`config.mk`:
```
export PLATFORM = sky130hd
export DESIGN_NAME = fcd
export DESIGN_NICKNAME = d
export VERILOG_FILES = /design/src/rtl/fcd_pkg.sv /design/src/rtl/fcd_match.sv /design/src/rtl/fcd_readout.sv /design/src/rtl/fcd.sv
export SDC_FILE = /design/constraint.sdc
export NUM_CORES = 1
export LEC_CHECK = 0
export BUFFER_PORTS_ARGS = -buffer_cell sky130_fd_sc_hd__buf_2
export CAP_MARGIN = 25
export CORE_MARGIN = 5
export CORE_UTILIZATION = 40
export CTS_BUF_LIST = sky130_fd_sc_hd__clkbuf_2 sky130_fd_sc_hd__clkbuf_4 sky130_fd_sc_hd__clkbuf_8
export CTS_CLUSTER_SIZE = 10
export DETAILED_ROUTE_END_ITERATION = 12
export PLACE_DENSITY = 0.71
export SETUP_SLACK_MARGIN = 0.5
export SLEW_MARGIN = 20
export SYNTH_ARGS = -nofsm -noshare
export SYNTH_HDL_FRONTEND = slang
export SYNTH_HIERARCHICAL = 1
export SYNTH_SLANG_ARGS = --single-unit
```
`constraint.sdc`:
```
create_clock -name clk -period 2.6 [get_ports clk]
set_clock_uncertainty 0.05 [all_clocks]
set_input_delay 0.39 -clock clk [delete_from_list [all_inputs] [get_ports clk]]
set_output_delay 0.39 -clock clk [all_outputs]
set_load 0.01 [all_outputs]
```
`src/rtl/fcd_pkg.sv`:
```
package fcd_pkg;
    typedef enum logic [2:0] {
        ST_IDLE,
        ST_UNL1,
        ST_UNL2,
        ST_PGM,
        ST_EUNL0,
        ST_EUNL1,
        ST_EUNL2,
        ST_WIN
    } fcd_state_e;

    localparam logic [7:0] CMD_RESET   = 8'hF0;
    localparam logic [7:0] CMD_IDENT   = 8'h90;
    localparam logic [7:0] CMD_PGM     = 8'hA0;
    localparam logic [7:0] CMD_ERASE   = 8'h80;
    localparam logic [7:0] CMD_BULK    = 8'h10;
    localparam logic [7:0] CMD_SECTOR  = 8'h30;
    localparam logic [7:0] CMD_SUSPEND = 8'hB0;
    localparam logic [7:0] KEY_FIRST   = 8'hAA;
    localparam logic [7:0] KEY_SECOND  = 8'h55;
    localparam logic [14:0] ADR_FIRST  = 15'h5555;
    localparam logic [14:0] ADR_SECOND = 15'h2AAA;
    localparam logic [7:0] ID_MAKER    = 8'h20;
    localparam logic [7:0] ID_DEVICE   = 8'hE2;

    typedef enum logic [1:0] {
        RSEL_ARRAY = 2'b00,
        RSEL_IDENT = 2'b01,
        RSEL_PROT  = 2'b10
    } fcd_rsel_e;
endpackage

```
`src/rtl/fcd_match.sv`:
```
module fcd_match #(
    parameter int ADDR_W = 19,
    parameter int SECT_W = 3
) (
    input  logic [ADDR_W-1:0] addr,
    input  logic [7:0]        data,
    output logic              key1_hit,
    output logic              key2_hit,
    output logic              cmd_adr,
    output logic [SECT_W-1:0] sector
);
    import fcd_pkg::*;
    localparam int SECT_LSB = ADDR_W - SECT_W;

    always_comb begin
        cmd_adr  = (addr[14:0] == ADR_FIRST);
        key1_hit = cmd_adr && (data == KEY_FIRST);
        key2_hit = (addr[14:0] == ADR_SECOND) && (data == KEY_SECOND);
        sector   = addr[ADDR_W-1:SECT_LSB];
    end
endmodule

```
`src/rtl/fcd_readout.sv`:
```
module fcd_readout #(
    parameter int ADDR_W = 19,
    parameter int SECT_W = 3
) (
    input  logic                  ident_mode,
    input  logic [ADDR_W-1:0]     rd_addr,
    input  logic [(1<<SECT_W)-1:0] prot_mask,
    output logic [1:0]            rd_sel,
    output logic [7:0]            rd_data
);
    import fcd_pkg::*;
    localparam int SECT_LSB = ADDR_W - SECT_W;

    logic [SECT_W-1:0] sec;
    assign sec = rd_addr[ADDR_W-1:SECT_LSB];

    always_comb begin
        rd_sel  = RSEL_ARRAY;
        rd_data = 8'h00;
        if (ident_mode) begin
            if (rd_addr[1] && !rd_addr[0] && !rd_addr[6]) begin
                rd_sel  = RSEL_PROT;
                rd_data = {7'b0, prot_mask[sec]};
            end else begin
                rd_sel = RSEL_IDENT;
                if (!rd_addr[6] && !rd_addr[1])
                    rd_data = rd_addr[0] ? ID_DEVICE : ID_MAKER;
            end
        end
    end
endmodule

```
`src/rtl/fcd.sv`:
```
module fcd #(
    parameter int ADDR_W  = 19,
    parameter int SECT_W  = 3,
    parameter int WIN_CYC = 16
) (
    input  logic                    clk,
    input  logic                    rst_n,
    input  logic                    wr_en,
    input  logic [ADDR_W-1:0]       wr_addr,
    input  logic [7:0]              wr_data,
    input  logic                    erase_busy,
    input  logic                    erase_suspended,
    input  logic [ADDR_W-1:0]       rd_addr,
    input  logic [(1<<SECT_W)-1:0]  prot_mask,
    output logic                    prog_req,
    output logic [ADDR_W-1:0]       prog_addr,
    output logic [7:0]              prog_data,
    output logic                    erase_req,
    output logic                    erase_bulk,
    output logic [(1<<SECT_W)-1:0]  erase_sectors,
    output logic                    suspend_req,
    output logic                    resume_req,
    output logic [1:0]              rd_sel,
    output logic [7:0]              rd_data
);
    import fcd_pkg::*;
    localparam int NSECT = 1 << SECT_W;
    localparam int CNT_W = $clog2(WIN_CYC + 1);

    typedef struct packed {
        fcd_state_e        st;
        logic              ident;
        logic [CNT_W-1:0]  cnt;
        logic [NSECT-1:0]  mask;
        logic              bulk;
        logic              prog;
        logic              erase;
        logic              susp;
        logic              resume;
        logic [ADDR_W-1:0] paddr;
        logic [7:0]        pdata;
    } fcd_regs_t;

    fcd_regs_t r_q, r_d;

    logic              key1_hit, key2_hit, cmd_adr;
    logic [SECT_W-1:0] wsec;

    fcd_match #(.ADDR_W(ADDR_W), .SECT_W(SECT_W)) u_match (
        .addr(wr_addr), .data(wr_data),
        .key1_hit(key1_hit), .key2_hit(key2_hit),
        .cmd_adr(cmd_adr), .sector(wsec)
    );

    fcd_readout #(.ADDR_W(ADDR_W), .SECT_W(SECT_W)) u_read (
        .ident_mode(r_q.ident), .rd_addr(rd_addr), .prot_mask(prot_mask),
        .rd_sel(rd_sel), .rd_data(rd_data)
    );

    always_comb begin
        logic abort;
        logic [NSECT-1:0] sec_bit;
        abort    = 1'b0;
        sec_bit  = '0;
        sec_bit[wsec] = 1'b1;
        r_d        = r_q;
        r_d.prog   = 1'b0;
        r_d.erase  = 1'b0;
        r_d.susp   = 1'b0;
        r_d.resume = 1'b0;

        if (r_q.st == ST_WIN && !wr_en) begin
            if (r_q.cnt == '0) begin
                r_d.erase = 1'b1;
                r_d.bulk  = 1'b0;
                r_d.st    = ST_IDLE;
            end else begin
                r_d.cnt = r_q.cnt - 1'b1;
            end
        end

        if (wr_en) begin
            if (r_q.st != ST_PGM && wr_data == CMD_RESET) begin
                r_d.st    = ST_IDLE;
                r_d.ident = 1'b0;
            end else begin
                unique case (r_q.st)
                    ST_IDLE: begin
                        if (key1_hit)
                            r_d.st = ST_UNL1;
                        else if (wr_data == CMD_SUSPEND) begin
                            if (erase_busy) begin
                                r_d.susp  = 1'b1;
                                r_d.ident = 1'b0;
                            end
                        end else if (wr_data == CMD_SECTOR) begin
                            if (erase_suspended) begin
                                r_d.resume = 1'b1;
                                r_d.ident  = 1'b0;
                            end
                        end else
                            abort = 1'b1;
                    end
                    ST_UNL1:  if (key2_hit) r_d.st = ST_UNL2; else abort = 1'b1;
                    ST_UNL2: begin
                        if (cmd_adr && wr_data == CMD_IDENT) begin
                            r_d.st    = ST_IDLE;
                            r_d.ident = 1'b1;
                        end else if (cmd_adr && wr_data == CMD_PGM) begin
                            r_d.st    = ST_PGM;
                            r_d.ident = 1'b0;
                        end else if (cmd_adr && wr_data == CMD_ERASE) begin
                            r_d.st    = ST_EUNL0;
                            r_d.ident = 1'b0;
                        end else
                            abort = 1'b1;
                    end
                    ST_PGM: begin
                        r_d.prog  = 1'b1;
                        r_d.paddr = wr_addr;
                        r_d.pdata = wr_data;
                        r_d.st    = ST_IDLE;
                    end
                    ST_EUNL0: if (key1_hit) r_d.st = ST_EUNL1; else abort = 1'b1;
                    ST_EUNL1: if (key2_hit) r_d.st = ST_EUNL2; else abort = 1'b1;
                    ST_EUNL2: begin
                        if (cmd_adr && wr_data == CMD_BULK) begin
                            r_d.erase = 1'b1;
                            r_d.bulk  = 1'b1;
                            r_d.mask  = '1;
                            r_d.st    = ST_IDLE;
                        end else if (wr_data == CMD_SECTOR) begin
                            r_d.mask = sec_bit;
                            r_d.cnt  = CNT_W'(WIN_CYC - 1);
                            r_d.st   = ST_WIN;
                        end else
                            abort = 1'b1;
                    end
                    ST_WIN: begin
                        if (wr_data == CMD_SECTOR) begin
                            r_d.mask = r_q.mask | sec_bit;
                            r_d.cnt  = CNT_W'(WIN_CYC - 1);
                        end else
                            abort = 1'b1;
                    end
                    default: abort = 1'b1;
                endcase
            end
            if (abort) begin
                r_d.st    = ST_IDLE;
                r_d.ident = 1'b0;
            end
        end
    end

    always_ff @(posedge clk) begin
        if (!rst_n) begin
            r_q <= '{st: ST_IDLE, default: '0};
        end else begin
            r_q <= r_d;
        end
    end

    assign prog_req      = r_q.prog;
    assign prog_addr     = r_q.paddr;
    assign prog_data     = r_q.pdata;
    assign erase_req     = r_q.erase;
    assign erase_bulk    = r_q.bulk;
    assign erase_sectors = r_q.mask;
    assign suspend_req   = r_q.susp;
    assign resume_req    = r_q.resume;
endmodule

```
# Yosys cells after proc, flatten, opt, wreduce, memory -nomap -nowiden
# Cells that the tools add are included.
[totals]
regBits = 49
wordCells = 143
[classes]
bitwise_logic = 7
muxes = 68
eq_ne = 26
magnitude_cmp = 3
n_addsub = 1
n_reduce_logical = 27
[ops]
columns = ["cell", "count"]
rows = [
  ["$mux 49", 1],
  ["$eq 8x8->1 const B", 6],
  ["$mux 45", 1],
  ["$mux 8", 5],
  ["$mux 1", 32],
  ["$mux 27", 1],
  ["$mux 13", 2],
  ["$pmux 13 s2", 1],
  ["$mux 3", 8],
  ["$pmux 3 s7", 1],
  ["$mux 4", 5],
  ["$eq 15x14->1 const B", 1],
  ["$eq 15x15->1 const B", 1],
  ["$mux 5", 3],
  ["$ne 5x5->1 const B", 3],
  ["$eq 3x3->1 const B", 4],
  ["$logic_and 1x1->1", 12],
  ["$eq 8x5->1 const B", 1],
  ["$eq 8x6->1 const B", 1],
  ["$eq 8x7->1 const B", 1],
  ["$lt 3x4->1 const B", 2],
  ["$mux 2", 4],
  ["$or 8x8->8", 1],
  ["$reduce_and 7->1", 1],
  ["other kinds (25)", 34],
]

# Longest topological paths before layout
# Gate-level depths: netlist of the first run.
[depth]
ltp_word = 10
ltp_mapped = 8
ltp_nobuf = 8

# Hierarchy
# The synthesis of the first run kept the hierarchy.
[modules_own_cells]
columns = ["mod", "area_per_inst_um2", "seq_area_each_um2", "instances", "cells_each"]
rows = [
  ["fcd", 2504.9, 980.9, 1, 322],
  ["fcd_match", 175.2, 0.0, 1, 21],
  ["fcd_readout", 145.1, 0.0, 1, 18],
]

# Least setup slack after synthesis of the first run
# No wires, ideal clock.
[synth_path]
kind = "input-to-reg"
startpoint = "in wr_addr[7]"
endpoint = "reg r_q[46] in the netlist's numbering"
setup_time_ps = 75
t_arrival_ps = 2377
slack_ps = 98
cell_stages = 8
path_cell_list = "or4b_4 -> nor4_4 -> and3_1 -> nor4b_1 -> a211o_1 -> nor4_4 -> nand2_1 -> o22ai_1"
[synth_via]
word_cells_on_any_way = 30
cone_classes = "eq/ne (2); mux (22); reduce/logical (6)"
[synth_lines]
columns = ["element", "line_no", "rtl"]
rows = [
  ["start, declared", "fcd.sv:9", "input logic [ADDR_W-1:0] wr_addr,"],
  ["$eq 15x15->1 (*)", "fcd_match.sv:16", "cmd_adr = (addr[14:0] == ADR_FIRST);"],
  ["named net cmd_adr", "fcd.sv:46", "logic key1_hit, key2_hit, cmd_adr;"],
  ["$logic_and 1x1->1 (*)", "fcd_match.sv:17", "key1_hit = cmd_adr && (data == KEY_FIRST);"],
  ["named net key1_hit", "fcd.sv:46", ""],
  ["$mux 1 (on tied branches)", "fcd.sv:124, fcd.sv:89", ""],
  ["$pmux 1 s6", "fcd.sv:87", "unique case (r_q.st)"],
  ["$mux 1", "fcd.sv:83", "if (r_q.st != ST_PGM && wr_data == CMD_RESET) begin"],
  ["$mux 1", "fcd.sv:82", "if (wr_en) begin"],
  ["$mux 4 (*)", "fcd.sv:149", "if (abort) begin"],
  ["$mux 49 (*)", "fcd.sv:82", ""],
  ["end signal, assigned", "fcd.sv:160", "r_q <= r_d;"],
  ["end, declared", "fcd.sv:44", "fcd_regs_t r_q, r_d;"],
]
# The timed path passes the listed nets; every way through them passes the cells marked *. The select of a mux whose other input is x is not followed.
# A chain may end at the register's enable or synchronous reset.

# Worst setup path in the final report of the first run
[layout_path]
startpoint = "in wr_addr[1]"
endpoint = "reg r_q[46] in the netlist's numbering"
# The elaborated chain is that of the path after synthesis.

==> results of run 1 <==
metal layers:
| metal | global-route usage | wire, um |
|---|---|---|
| met1 | 0.207 | 3000 |
| met2 | 0.277 | 3450 |
| met3 | 0.0497 | 635 |
| met4 | 0.0361 | 30 |
| met5 | 0 | 0 |
area by class of cell:
cell class                      count  area (um2)  share of cell area
Tap cell                           96         120              0.0368
Clock buffer                        8        91.3              0.0280
Multi-Input combinational cell    246        1460               0.448
Inverter                            9        33.8              0.0103
Timing Repair Buffer              103         574               0.176
Sequential cell                    49         981               0.300
stage by stage:
stage | instance area (um2) | cells | utilization
2_1_floorplan | 2860 | 363 | -
3_3_place_gp | 3110 | 500 | 0.455
6_report | 3260 | 511 | 0.478
4_1_cts | 3250 | 510 | 0.476
3_5_place_dp | 3110 | 500 | 0.455
5_1_grt | 3260 | 511 | 0.478
worst paths after layout:
path / start / endpoint / slack, ps / depth (start not counted)
worst min-delay path: erase_suspended / resume_req$_SDFF_PP0_ / 280 / 3
worst max register to register: r_q[48]$_SDFF_PN0_ / erase_sectors[6]$_SDFFE_PN0P_ / 580 / 5
worst max-delay path: wr_addr[1] / r_q[46]$_SDFF_PN0_ / 340 / 9
worst min register to register: prog_data[2]$_SDFFE_PN0P_ / prog_data[2]$_SDFFE_PN0P_ / 400 / 2
report_power, final:
group	total [mW]	internal [mW]	switching (mW)
Clock	0.461	0.223	0.238
Combinational	0.118	0.0509	0.0666
Sequential	0.750	0.750	0.00000329
cell families after synthesis:
logic type      count (synthesis)  share of synthesized area
fa+ha+maj                       1                    0.00443
other cells                     1                    0.00133
compound gates                 70                      0.156
simple gates                  166                      0.315
buf+inv                        68                      0.150
mux                             5                     0.0221
xor+xnor                        1                    0.00310
flops                          49                      0.347
registers in the layout, indices dropped and copies added, names as in the netlist:
name / count
erase_bulk: 1
prog_req: 1
resume_req: 1
erase_req: 1
r_q: 9
prog_addr: 19
prog_data: 8
erase_sectors: 8
suspend_req: 1
layout by cell type, fill, tap and decap left out, types with 5 or more instances in the layout:
cell / count
buf_2: 89
nand2_1: 83
dfxtp_1: 49
a21oi_1: 30
nor2_1: 14
a21boi_0: 10
buf_4: 10
inv_1: 9
nor3_1: 9
o21ai_1: 9
nand3_1: 8
nand3b_1: 6
clkbuf_8: 5
critical path: stages:
cell	delay, ps
buf_6	90
or4bb_4	540
nor4_4	300
and3_4	260
nor4_4	40
o32a_4	220
nor4_4	330
nand2_1	110
o22ai_1	150
repair_timing:
action,4_1_cts,5_1_grt
pin swaps,2,2
buffers inserted,2,1
hold endpoints to repair,0,0
endpoints found under the setup margin,12,12
resized for setup,5,1
==> results.json, run 1 <==
{
  "outcome": "finished clean",
  "fp.dieArea_mm2": 0.00884,
  "portBuffers": 92,
  "worst_slew_pin_slew_ps": 760,
  "fmax_mhz": 442,
  "overflow": 0,
  "io_pins": 109,
  "dieHeight_um": 94.0,
  "synth_area_leaders": "dfxtp_1 (35%), buf_4 (11%), nand2_1 (11%)",
  "rsz0062_at_grt": "true",
  "die_w_um": 94.0,
  "antenna_found_initial": 0,
  "ys.warnings.count": 6,
  "grt_pass1_vias": 2491,
  "hold_viol": 0,
  "clk_pin_slew_ps": 80,
  "avgViaCountPerCell": 5.18,
  "yosysTopAreaCellShare": 0.347,
  "holdBufCountCts": 0,
  "wire_per_inst_um": 13.9,
  "cts_buffers": 5,
  "first_iter_violations": 106,
  "finalWorstSetupSlack_ps": 339,
  "finalNetCount": 474,
  "track_usage": 0.165,
  "critPathLaunchType": "input port",
  "p_leak_nw": 1.33,
  "grt_max_degree": 29,
  "htreeDepth": 2,
  "wl_mm": 7.12,
  "synth-edff-count": 0,
  "tns_ps": 0,
  "fin_crit_ps": 2260,
  "clock_latency_ps": 290,
  "initial_core_util": 0.414,
  "cp.arrival_ps": 2440,
  "crit_type": "in -> reg",
  "yosysSeqAreaShare": 0.347,
  "clockRootBuffer": "clkbuf_8",
  "cap_violations": 0,
  "synthesis.area_mm2": 0.00283,
  "synthFlopType": "dfxtp_1",
  "synth.most_common_cell": "nand2_1",
  "yosys-top-cells-count": "nand2_1 (83), dfxtp_1 (49), buf_4 (43)",
  "dr.pass1.iters": 4,
  "num_antenna_cells": 0,
  "cts_tree": "yes",
  "synth_area_per_cell_um2": 7.83,
  "cp_data_required_time_ps": 2770,
  "hpwl_mm": 5.51,
  "detail-route-antenna-nets": 0,
  "peakVddDrop_mv": 0.220,
  "slew_viol_final": 0,
  "cts.sinks": 49,
  "cts_buffer_depth": 2,
  "crit_path_end_kind": "register",
  "coreArea_mm2": 0.00683,
  "ys_types": 53,
  "synth_top_area_cell": "dfxtp_1",
  "hold_class": "in -> reg",
  "syn_inst": 361,
  "num_rows": 30,
  "cp_max_fo": 4,
  "synthArstFlopShare": 0,
  "synth_seq_cells": 49,
  "remaining_drc_errors": 0,
  "powerDensity_mw_per_mm2": 407,
  "maxSlewHeadroom": 0.486,
  "grt_pass1_wl_mm": 11.8,
  "place_ws_ps": 19.1,
  "nFillCells": 701,
  "syn_to_final_growth_pct": 15.5,
  "place_congestion": 0.907,
  "vias": 2646,
  "finalSetupViolCount": 0,
  "total_power_mw": 1.33,
  "post_route_cells_drive_above_1_share": 0.304,
  "fin_hold_ws_ps": 280,
  "period_share": 0.870
}
Note: power is estimated with default switching activity, not from simulation.
==> run 2, diff against run 1 <==
RECOVER_POWER = 25   (was not set)
==> run 2 against run 1 <==
Clock power is essentially flat. Total power grew 0.20%. Largest power group unchanged. Final cell count is the same. Register-to-register slack gained 20 ps. Highest routed layer unchanged. Combinational power is essentially flat. Critical endpoint unchanged. Flip-flop and latch count is the same.
==> results.json, run 2 (synthesized netlist as in run 1, its figures left out) <==
{
  "cp_data_required_time_ps": 2770,
  "cts_buffer_depth": 2,
  "wire_per_inst_um": 14.0,
  "die_w_um": 94.0,
  "maxSlewHeadroom": 0.485,
  "finalSetupViolCount": 0,
  "coreArea_mm2": 0.00683,
  "grt_max_degree": 29,
  "crit_chain": "buf_6 -> or4bb_4 -> nor4_4 -> and3_4 -> nor4_4 -> o32a_4 -> nor4_4 -> nand2_1 -> o22ai_1",
  "detail-route-antenna-nets": 0,
  "io_pins": 109,
  "crit_path_max_incr_delay_ps": 540,
  "antenna_found_initial": 0,
  "fmax_mhz": 441,
  "initial_core_util": 0.414,
  "p_leak_nw": 1.22,
  "largest_reg_flops": 19,
  "period_share": 0.872,
  "critPathLaunchType": "input port",
  "wl_met3_um": 605,
  "fin_area_mm2": 0.00323,
  "htreeDepth": 2,
  "worst_slew_pin_slew_ps": 761,
  "dieHeight_um": 94.0,
  "num_rows": 30,
  "worstReg2RegEnd": "erase_sectors[6]$_SDFFE_PN0P_",
  "clockRootBuffer": "clkbuf_8",
  "vias": 2626,
  "cts.sinks": 49,
  "wl_met2_mm": 3.38,
  "clk_pin_slew_ps": 80,
  "top_layer_used": "met4",
  "switchingPower_uw": 307,
  "slew_viol_final": 0,
  "num_antenna_cells": 0,
  "fp.dieArea_mm2": 0.00884,
  "final_common_cell": "nand2_1",
  "dr.pass1.iters": 4,
  "outcome": "finished clean",
  "avgViaCountPerCell": 5.14,
  "crit_path_end_kind": "register",
  "rr_worst_depth": 5,
  "overflow": 0,
  "crit_top_cell": "nor4_4",
  "cap_violations": 0,
  "rrSetupSlack_ps": 600,
  "worstHoldStart": "erase_suspended",
  "worstHoldEndpoint": "resume_req$_SDFF_PP0_",
  "pwr-share-clk": 0.349,
  "remaining_drc_errors": 0,
  "hpwl_mm": 5.51,
  "crit_type": "in -> reg",
  "p_comb_frac": 0.088,
  "cp.arrival_ps": 2440,
  "cts_tree": "yes",
  "rsz0062_at_grt": "true",
  "hold_class": "in -> reg",
  "portBuffers": 92,
  "grt_pass1_wl_mm": 11.8,
  "crit_buf_inv": 1,
  "final_cell_mix": "nand2_1 (83), buf_2 (65), dfxtp_1 (49)",
  "powerDensity_mw_per_mm2": 411,
  "hold_viol": 0,
  "post_route_cells_drive_above_1_share": 0.246,
  "internal_power_mw": 1.02,
  "power_frac_seq": 0.563,
  "crit_family": "simple AND/OR/NAND/NOR gates",
  "track_usage": 0.165,
  "cp_slowest_cell": "or4bb_4",
  "peakVddDrop_mv": 0.222,
  "p_sw_frac": 0.231,
  "place_congestion": 0.907,
  "met1Wirelength_mm": 3.15,
  "clock_latency_ps": 290,
  "place_area_mm2": 0.00311,
  "fin_crit_ps": 2270,
  "holdPathStages": 3,
  "finalNetCount": 474,
  "wl_mm": 7.17,
  "first_iter_violations": 117,
  "grt_pass1_vias": 2491,
  "tns_ps": 0,
  "r2r_start": "r_q[48]$_SDFF_PN0_",
  "cp_max_fo": 4,
  "syn_to_final_growth_pct": 14.5,
  "cts_buffers": 5
}
-- run 2: worst max path at each step --
stage | start | endpoint | slack (ps) | cells after the start
after global placement | wr_addr[1] | r_q[46]$_SDFF_PN0_ | 60 | 9
final | wr_addr[1] | r_q[46]$_SDFF_PN0_ | 330 | 9
after global routing | wr_addr[1] | r_q[47]$_SDFF_PN0_ | 260 | 9
after floorplan | wr_addr[1] | r_q[46]$_SDFF_PN0_ | 230 | 8
after CTS | wr_addr[1] | r_q[46]$_SDFF_PN0_ | 360 | 9
after detailed placement | wr_addr[1] | r_q[46]$_SDFF_PN0_ | 20 | 9
-- run 2: cell type report --
cell class | count | area, um2
Clock buffer | 8 | 91.3
Fill cell | 716 | 3600
Inverter | 9 | 33.8
Multi-Input combinational cell | 246 | 1460
Sequential cell | 49 | 981
Tap cell | 96 | 120
Timing Repair Buffer | 103 | 544
-- run 2: through the flow --
step | hold slack (ps) | std cells | utilization | setup WS, ps | power (mW)
after floorplan | 365 | 363 | - | 226 | 0.822
after global placement | 376 | 500 | 0.455 | 61.0 | 0.878
after detailed placement | 394 | 500 | 0.455 | 19.1 | 0.880
after CTS | 268 | 510 | 0.476 | 356 | 1.34
after global routing | 272 | 511 | 0.473 | 263 | 1.40
final | 279 | 511 | 0.473 | 333 | 1.33
-- run 2: power by group through the flow --
stage               combinational (mW)  sequential [mW]  clock (mW)
finish                           0.118            0.750       0.464
global route                     0.129            0.750       0.517
CTS                              0.117            0.750       0.478
detailed placement               0.112            0.767           0
global placement                 0.110            0.767           0
floorplan                       0.0547            0.767           0
-- run 2: layer usage --
| metal | global-route usage | vias to the layer above |
|---|---|---|
| met5 | 0 | - |
| met4 | 0.0361 | 0 |
| met3 | 0.0497 | 2 |
| met2 | 0.277 | 91 |
| met1 | 0.207 | 1213 |
| li1 | - | 1320 |
-- run 2: timing repair --
action	in CTS	in global routing
resized for setup	5	1
hold buffers	0	0
gates cloned	0	0
buffers inserted	2	1
pin swaps	2	2
endpoints found under the setup margin	12	12
-- run 2: tightest hold or removal path: stages --
cell and delay (ps):
buf_2 100, inv_1 50, nor3_1 40
